===== src/rtl/srcsave_pkg.sv =====
package srcsave_pkg;
  typedef enum logic [1:0] {
    MODE_SPLIT   = 2'd0,
    MODE_SERIAL  = 2'd1,
    MODE_STAGED  = 2'd2,
    MODE_XSTAGED = 2'd3
  } save_mode_e;
endpackage


===== src/rtl/srcsave_rst_sync.sv =====
module srcsave_rst_sync (
  input  logic clk,
  input  logic rst_n,
  output logic rst_n_sync
);
  logic [1:0] shift_q;

  always_ff @(posedge clk or negedge rst_n) begin
    if (!rst_n) shift_q <= 2'b00;
    else        shift_q <= {shift_q[0], 1'b1};
  end

  assign rst_n_sync = shift_q[1];
endmodule


===== src/rtl/srcsave_arb.sv =====
module srcsave_arb
  import srcsave_pkg::*;
#(
  parameter int DW = 8
) (
  input  logic          clk,
  input  logic          rst_n,
  input  logic [1:0]    mode_sel,
  input  logic          fifo_empty,
  input  logic          s1_save,
  input  logic [DW-1:0] s1_data,
  input  logic          s2_save,
  input  logic [DW-1:0] s2_data,
  output logic          stall,
  output logic [1:0]    wr_cnt,
  output logic [DW-1:0] wr_a,
  output logic [DW-1:0] wr_b,
  output save_mode_e    mode_q
);
  localparam int NSLOT = 2;

  save_mode_e       mode_n;
  logic             pend_q, pend_n;
  logic [NSLOT-1:0] sv_q, sv_n, ld;
  logic             old_q, old_n;
  logic [DW-1:0]    sd_q   [NSLOT];
  logic [DW-1:0]    ld_dat [NSLOT];

  logic staged_md, xmode, has_stg, drain, fr0, fr1, need1, need2;
  logic p1_ok, p1_slot, p2_ok, p2_slot, f0b, f1b, fail, rem, all_empty;

  assign staged_md = (mode_q == MODE_STAGED) || (mode_q == MODE_XSTAGED);
  assign xmode     = (mode_q == MODE_XSTAGED);
  assign has_stg   = sv_q[0] | sv_q[1];
  assign drain     = (sv_q[0] & sv_q[1]) ? old_q : sv_q[1];
  assign fr0       = ~sv_q[0] | (has_stg & ~drain);
  assign fr1       = ~sv_q[1] | (has_stg & drain);
  assign rem       = sv_q[0] & sv_q[1];
  assign need1     = has_stg & s1_save;
  assign need2     = s2_save & (has_stg | s1_save);
  assign all_empty = fifo_empty & ~sv_q[0] & ~sv_q[1] & ~pend_q;

  // slot placement: own slot first, other slot only in cross mode
  always_comb begin
    p1_ok = 1'b1; p1_slot = 1'b0;
    if (fr0)                p1_slot = 1'b0;
    else if (xmode && fr1)  p1_slot = 1'b1;
    else                    p1_ok   = 1'b0;
    f0b = fr0 & ~(need1 & p1_ok & ~p1_slot);
    f1b = fr1 & ~(need1 & p1_ok & p1_slot);
    p2_ok = 1'b1; p2_slot = 1'b1;
    if (f1b)                p2_slot = 1'b1;
    else if (xmode && f0b)  p2_slot = 1'b0;
    else                    p2_ok   = 1'b0;
    fail = staged_md & ((need1 & ~p1_ok) | (need2 & ~p2_ok));
  end

  always_comb begin
    stall     = 1'b0;
    wr_cnt    = 2'd0;
    wr_a      = s1_save ? s1_data : s2_data;
    wr_b      = s2_data;
    pend_n    = pend_q;
    sv_n      = sv_q;
    old_n     = old_q;
    ld        = '0;
    ld_dat[0] = s1_data;
    ld_dat[1] = s2_data;
    mode_n    = all_empty ? save_mode_e'(mode_sel) : mode_q;
    case (mode_q)
      MODE_SPLIT: begin
        wr_cnt = {1'b0, s1_save} + {1'b0, s2_save};
        pend_n = 1'b0;
      end
      MODE_SERIAL: begin
        if (s1_save && s2_save) begin
          wr_cnt = 2'd1;
          if (!pend_q) begin
            wr_a   = s1_data;
            stall  = 1'b1;
            pend_n = 1'b1;
          end else begin
            wr_a   = s2_data;
            pend_n = 1'b0;
          end
        end else begin
          wr_cnt = {1'b0, s1_save | s2_save};
          pend_n = 1'b0;
        end
      end
      default: begin
        stall = fail;
        if (has_stg) begin
          wr_cnt      = 2'd1;
          wr_a        = drain ? sd_q[1] : sd_q[0];
          sv_n[drain] = 1'b0;
          if (rem) old_n = ~drain;
        end else if (s1_save || s2_save) begin
          wr_cnt = 2'd1;
        end
        if (!fail) begin
          if (need1) begin
            ld[p1_slot]     = 1'b1;
            ld_dat[p1_slot] = s1_data;
            sv_n[p1_slot]   = 1'b1;
          end
          if (need2) begin
            ld[p2_slot]     = 1'b1;
            ld_dat[p2_slot] = s2_data;
            sv_n[p2_slot]   = 1'b1;
          end
          if (need1 || need2) begin
            if (rem)        old_n = ~drain;
            else if (need1) old_n = p1_slot;
            else            old_n = p2_slot;
          end
        end
      end
    endcase
  end

  always_ff @(posedge clk or negedge rst_n) begin
    if (!rst_n) begin
      mode_q <= MODE_SPLIT;
      pend_q <= 1'b0;
      sv_q   <= '0;
      old_q  <= 1'b0;
    end else begin
      mode_q <= mode_n;
      pend_q <= pend_n;
      sv_q   <= sv_n;
      old_q  <= old_n;
    end
  end

  for (genvar g = 0; g < NSLOT; g++) begin : g_slot
    always_ff @(posedge clk) begin
      if (ld[g]) sd_q[g] <= ld_dat[g];
    end
  end
endmodule


===== src/rtl/srcsave_ring.sv =====
module srcsave_ring #(
  parameter int DW    = 8,
  parameter int DEPTH = 8,
  localparam int AW   = (DEPTH > 1) ? $clog2(DEPTH) : 1,
  localparam int CW   = $clog2(DEPTH + 1)
) (
  input  logic          clk,
  input  logic          rst_n,
  input  logic [1:0]    wr_cnt,
  input  logic [DW-1:0] wr_a,
  input  logic [DW-1:0] wr_b,
  output logic [CW-1:0] fill,
  output logic [DW-1:0] oldest
);
  localparam int PW = CW + 1;

  logic [AW-1:0] wp_q, wp_n, wp1, wp2, head;
  logic [CW-1:0] fill_q, fill_n;
  logic [PW-1:0] sum, hx;
  logic [DEPTH-1:0][DW-1:0] view;

  always_comb begin
    wp1  = (wp_q == AW'(DEPTH - 1)) ? '0 : wp_q + AW'(1);
    wp2  = (wp1  == AW'(DEPTH - 1)) ? '0 : wp1 + AW'(1);
    wp_n = (wr_cnt == 2'd0) ? wp_q : (wr_cnt == 2'd1) ? wp1 : wp2;
    sum  = PW'(fill_q) + PW'(wr_cnt);
    fill_n = (sum > PW'(DEPTH)) ? CW'(DEPTH) : sum[CW-1:0];
    hx   = PW'(wp_q) + PW'(DEPTH) - PW'(fill_q);
    head = (hx >= PW'(DEPTH)) ? AW'(hx - PW'(DEPTH)) : AW'(hx);
  end

  always_ff @(posedge clk or negedge rst_n) begin
    if (!rst_n) begin
      wp_q   <= '0;
      fill_q <= '0;
    end else begin
      wp_q   <= wp_n;
      fill_q <= fill_n;
    end
  end

  for (genvar g = 0; g < DEPTH; g++) begin : g_ent
    logic          we0, we1;
    logic [DW-1:0] ent_q;
    assign we0 = (wr_cnt != 2'd0) && (wp_q == AW'(g));
    assign we1 = (wr_cnt == 2'd2) && (wp1 == AW'(g));
    always_ff @(posedge clk) begin
      if (we0)      ent_q <= wr_a;
      else if (we1) ent_q <= wr_b;
    end
    assign view[g] = ent_q;
  end

  assign fill   = fill_q;
  assign oldest = view[head];
endmodule


===== src/rtl/srcsave_fifo.sv =====
module srcsave_fifo
  import srcsave_pkg::*;
#(
  parameter int DW    = 8,
  parameter int DEPTH = 8,
  localparam int CW   = $clog2(DEPTH + 1)
) (
  input  logic          clk,
  input  logic          rst_n,
  input  logic [1:0]    mode_sel,
  input  logic          src1_save,
  input  logic [DW-1:0] src1_data,
  input  logic          src2_save,
  input  logic [DW-1:0] src2_data,
  output logic          stall,
  output logic [1:0]    wr_cnt,
  output logic [DW-1:0] wr_first,
  output logic [DW-1:0] wr_second,
  output logic [CW-1:0] fill,
  output logic [DW-1:0] oldest
);
  logic       rst_n_s;
  save_mode_e mode_q;

  srcsave_rst_sync u_rst (
    .clk        (clk),
    .rst_n      (rst_n),
    .rst_n_sync (rst_n_s)
  );

  srcsave_arb #(.DW(DW)) u_arb (
    .clk        (clk),
    .rst_n      (rst_n_s),
    .mode_sel   (mode_sel),
    .fifo_empty (fill == '0),
    .s1_save    (src1_save),
    .s1_data    (src1_data),
    .s2_save    (src2_save),
    .s2_data    (src2_data),
    .stall      (stall),
    .wr_cnt     (wr_cnt),
    .wr_a       (wr_first),
    .wr_b       (wr_second),
    .mode_q     (mode_q)
  );

  srcsave_ring #(.DW(DW), .DEPTH(DEPTH)) u_ring (
    .clk    (clk),
    .rst_n  (rst_n_s),
    .wr_cnt (wr_cnt),
    .wr_a   (wr_first),
    .wr_b   (wr_second),
    .fill   (fill),
    .oldest (oldest)
  );
endmodule


===== config.mk =====
export PLATFORM = sky130hd
export DESIGN_NAME = srcsave_fifo
export DESIGN_NICKNAME = d
export VERILOG_FILES = /design/src/rtl/srcsave_pkg.sv /design/src/rtl/srcsave_rst_sync.sv /design/src/rtl/srcsave_arb.sv /design/src/rtl/srcsave_ring.sv /design/src/rtl/srcsave_fifo.sv
export SDC_FILE = /design/constraint.sdc
export NUM_CORES = 1
export LEC_CHECK = 0
export ABC_AREA = 1
export BUFFER_PORTS_ARGS = -buffer_cell sky130_fd_sc_hd__buf_4
export CAP_MARGIN = 5
export CORE_UTILIZATION = 45
export CTS_CLUSTER_DIAMETER = 200
export DETAILED_ROUTE_END_ITERATION = 6
export SKIP_LAST_GASP = 1
export SLEW_MARGIN = 25
export SYNTH_ARGS = -nofsm -noshare
export SYNTH_HDL_FRONTEND = slang
export SYNTH_SLANG_ARGS = --single-unit

===== constraint.sdc =====
create_clock -name clk -period 5.25 [get_ports clk]
set_clock_uncertainty 0.1 [all_clocks]
set_input_delay 1.575 -clock clk [delete_from_list [all_inputs] [get_ports clk]]
set_output_delay 1.575 -clock clk [all_outputs]
set_load 0.005 [all_outputs]

==> results_dict.tcl <==
set metrics [dict create \
    final_cells 882 \
    cts_tree "done" \
    fmaxAchievable_mhz 212 \
    crit_slowest_cell "o21ai_1" \
    cp.required_ns 3.58 \
    layout_setup_ws_ns 0.533 \
    vias_per_cell 5.22 \
    crit_arrival_ns 3.04 \
    p_sw_mw 1.36 \
    start_util_pct 46.9 \
    status "finished, final reports clean" \
    met3_length_um 773 \
    insertedDiodeCount 0 \
    yosysMostFrequentCell "nand2_1" \
    cts_sinks 95 \
    synth_edf_count 80 \
    dp_cells 867 \
    nNetsFinal 751 \
    avgRoutedWirePerCell_um 16.5 \
    syn_area_per_cell_um2 8.54 \
    synth_area_leader_cell "edfxtp_1" \
    startpoint_type "input pin" \
    wl_met2_um 7320 \
    first_pass_iters 5 \
    htreeDepth 3 \
    area_delta_synth_final_pct 13.1 \
    synth.cell_area_mm2 0.00573 \
    wl_um 14600 \
    grt_first_pass_wirelength_um 23100 \
    crit_path_max_incr_delay_ns 0.23 \
    hold_viol 0 \
    antenna_found_initial 0 \
    wl_met1_um 6220 \
    p_per_area_mw_per_mm2 514 \
    slew-limit-headroom_pct 57.9 \
    fin_crit_ns 4.72 \
    max_slew.worst_pin.slew_ns 0.626 \
    endpoint_kind "primary output" \
    setup_tns_ns 0 \
    postCtsSetupBuffers 0 \
    grt_max_degree 49 \
    cts_made_buffers 9 \
    place_worst_setup_slack_ns 0.547 \
    rows 40 \
    p_total_mw 3.33 \
    die_x_um 115 \
    grtUsageTotal_pct 23.6 \
    fin_hold_ws_ns 0.138 \
    rsz0062_at_grt "false" \
    highest_layer "met4" \
    cts-root-buf "clkbuf_16" \
    yosysSeqAreaShare_pct 48.5 \
    crit_path_max_fanout 21 \
    die-area_mm2 0.0132 \
    cts_resized 0 \
    synth-seq-cells 95 \
    die_h_um 115 \
    pin_count 53 \
    holdBufCountCts 0 \
    clk_pin_slew_worst_paths_ns 0.07 \
    maxCapViolCount 0 \
    ys_top_cells_by_count "nand2_1, o21ai_0, inv_1, edfxtp_1, a21oi_1" \
    power_frac_comb_pct 45.8 \
    clk_path_buf_depth 2 \
    yosysUniqueCellTypes 32 \
    netlist_top_cells_area "edfxtp_1, o21ai_0, nand2_1" \
    drt_iter0_drc 357 \
    slew_violations 0 \
    core_mm2 0.0122 \
    yosys_warnings 0 \
    clkPwrFrac_pct 19.4 \
    ir_worst_vdd_uv 236 \
    p_leak_nw 2.77 \
    netlist_instances 671 \
    setup_violations 0 \
    critPathKind "in2out" \
    synth.top_cell.area_share_pct 41.9 \
    swShare_pct 40.8 \
    port_buffers 52 \
    hold_path.class "reg2async" \
    synth_fp_nets 712 \
    drive_above_1_share_pct 14.3 \
    path_cells "buf_4 > ha_1 > inv_1 > o21ai_0 > o21ai_1 > nand2_1 > nand3_2 > buf_4" \
    drtAntennaViolNets 0 \
    drc 0 \
    intPower_mw 1.97 \
    worst_path_most_repeated_cell "buf_4" \
    vias 4608 \
    place_hpwl_um 10400 \
    overflow 0 \
    clk_latency_ns 0.35 \
    synthFlopType "edfxtp_1" \
    grt_pass1_vias 4353 \
    gp_congestion 0.925 \
    synthArstFlopShare_pct 15.8 \
    p_seq_share_pct 34.8 \
    fin_crit_sh_pct 89.8 \
]
[area by class of cell]
cell class / instances / area (µm²)
Multi-Input combinational cell: 449 / 2390
Fill cell: 1168 / 5730
Timing Repair Buffer: 64 / 480
Clock buffer: 11 / 233
Inverter: 91 / 342
Clock inverter: 4 / 47.5
Sequential cell: 95 / 2780
Tap cell: 168 / 210
[cell usage in the layout (no fill, tap or decap), types with 2 or more instances in the layout]
| cell type | netlist | layout |
|---|---|---|
| nor2_2 | 3 | 3 |
| a21oi_1 | 27 | 27 |
| nand3_1 | 26 | 26 |
| nor3_1 | 2 | 2 |
| buf_4 | 14 | 64 |
| o211ai_1 | 8 | 8 |
| inv_1 | 84 | 84 |
| o21ai_1 | 3 | 3 |
| clkbuf_16 | 0 | 9 |
| xor2_1 | 3 | 3 |
| nor2_4 | 5 | 5 |
| o21ai_0 | 136 | 136 |
| ha_1 | 17 | 17 |
| mux2i_1 | 16 | 16 |
| dfrtp_1 | 15 | 15 |
| clkbuf_1 | 14 | 2 |
| xnor2_1 | 2 | 2 |
| nor2_1 | 20 | 20 |
| nand3_2 | 8 | 8 |
| fa_1 | 2 | 2 |
| nand2_2 | 2 | 2 |
| edfxtp_1 | 80 | 80 |
| inv_2 | 7 | 7 |
| nand2_1 | 162 | 162 |
[through the flow]
step | instance area (µm²) | util, %
floorplan | 5730 | -
global placement | 6200 | 50.8
detailed placement | 6200 | 50.8
CTS | 6480 | 53.1
global route | 6480 | 53.1
finish | 6480 | 53.1
[sequential cells by signal, summed over array words and instances, names as in the netlist]
name / flops
u_rst.shift_q: 2
u_ring.fill: 4
u_arb.sv_q: 2
u_ring.g_ent.ent_q: 64
u_arb.pend_q: 1
u_arb.old_q: 1
u_ring.wp_q: 3
u_arb.sd_q: 16
u_arb.mode_q: 2
[power by group through the flow]
| stage | combinational [mW] | clock, mW | sequential, mW |
|---|---|---|---|
| 2_1_floorplan | 1.00 | 0 | 1.16 |
| 3_3_place_gp | 1.51 | 0 | 1.17 |
| 3_5_place_dp | 1.54 | 0 | 1.17 |
| 4_1_cts | 1.54 | 0.658 | 1.16 |
| 5_1_grt | 1.72 | 0.682 | 1.18 |
| 6_report | 1.53 | 0.646 | 1.16 |
[path summary, 6_finish.rpt]
| kind | cells after the start | to | slack, ns | from |
|---|---|---|---|---|
| worst max-delay path | 8 | wr_first[1] | 0.53 | src1_save |
| worst min-delay path | 0 | u_arb.mode_q[0]$_DFFE_PN0P_ | 0.14 | u_rst.shift_q[1]$_DFF_PN0_ |
| worst max register to register | 9 | u_ring.fill[1]$_DFF_PN0_ | 2.67 | u_arb.mode_q[1]$_DFFE_PN0P_ |
| worst min register to register | 0 | u_arb.mode_q[0]$_DFFE_PN0P_ | 0.14 | u_rst.shift_q[1]$_DFF_PN0_ |
| max in group asynchronous | 1 | u_rst.shift_q[1]$_DFF_PN0_ | 4.07 | rst_n |
| min in group clk | 0 | u_rst.shift_q[1]$_DFF_PN0_ | 0.26 | u_rst.shift_q[0]$_DFF_PN0_ |
[layer usage]
metal	global-route usage, %	vias to the layer above
met4	8.14	0
li1	-	2308
met1	30.0	2146
met3	4.43	18
met2	40.3	136
met5	0	-
[logic make-up (layout without fill, tap and decap cells)]
kind of cell             after synthesis  count (layout)  share of synthesized area (%)
AND/OR/NAND/NOR                      231             231                           17.7
AO/OA/AOI/OAI                        177             177                           15.9
buffers and inverters                127             170                           9.85
flip-flops                            95              95                           48.5
adder cells (fa/ha/maj)               19              19                           4.41
multiplexers                          16              16                           2.79
XOR/XNOR                               5               5                          0.764
other                                  1               1                         0.0654
[worst max-delay path: cells and delay by family]
kind                     cells  cell delay, ns
AO/OA/AOI/OAI                2            0.44
adder cells (fa/ha/maj)      1            0.22
buffers and inverters        3            0.46
AND/OR/NAND/NOR              2            0.35
Note: power is estimated with default switching activity, not from simulation.
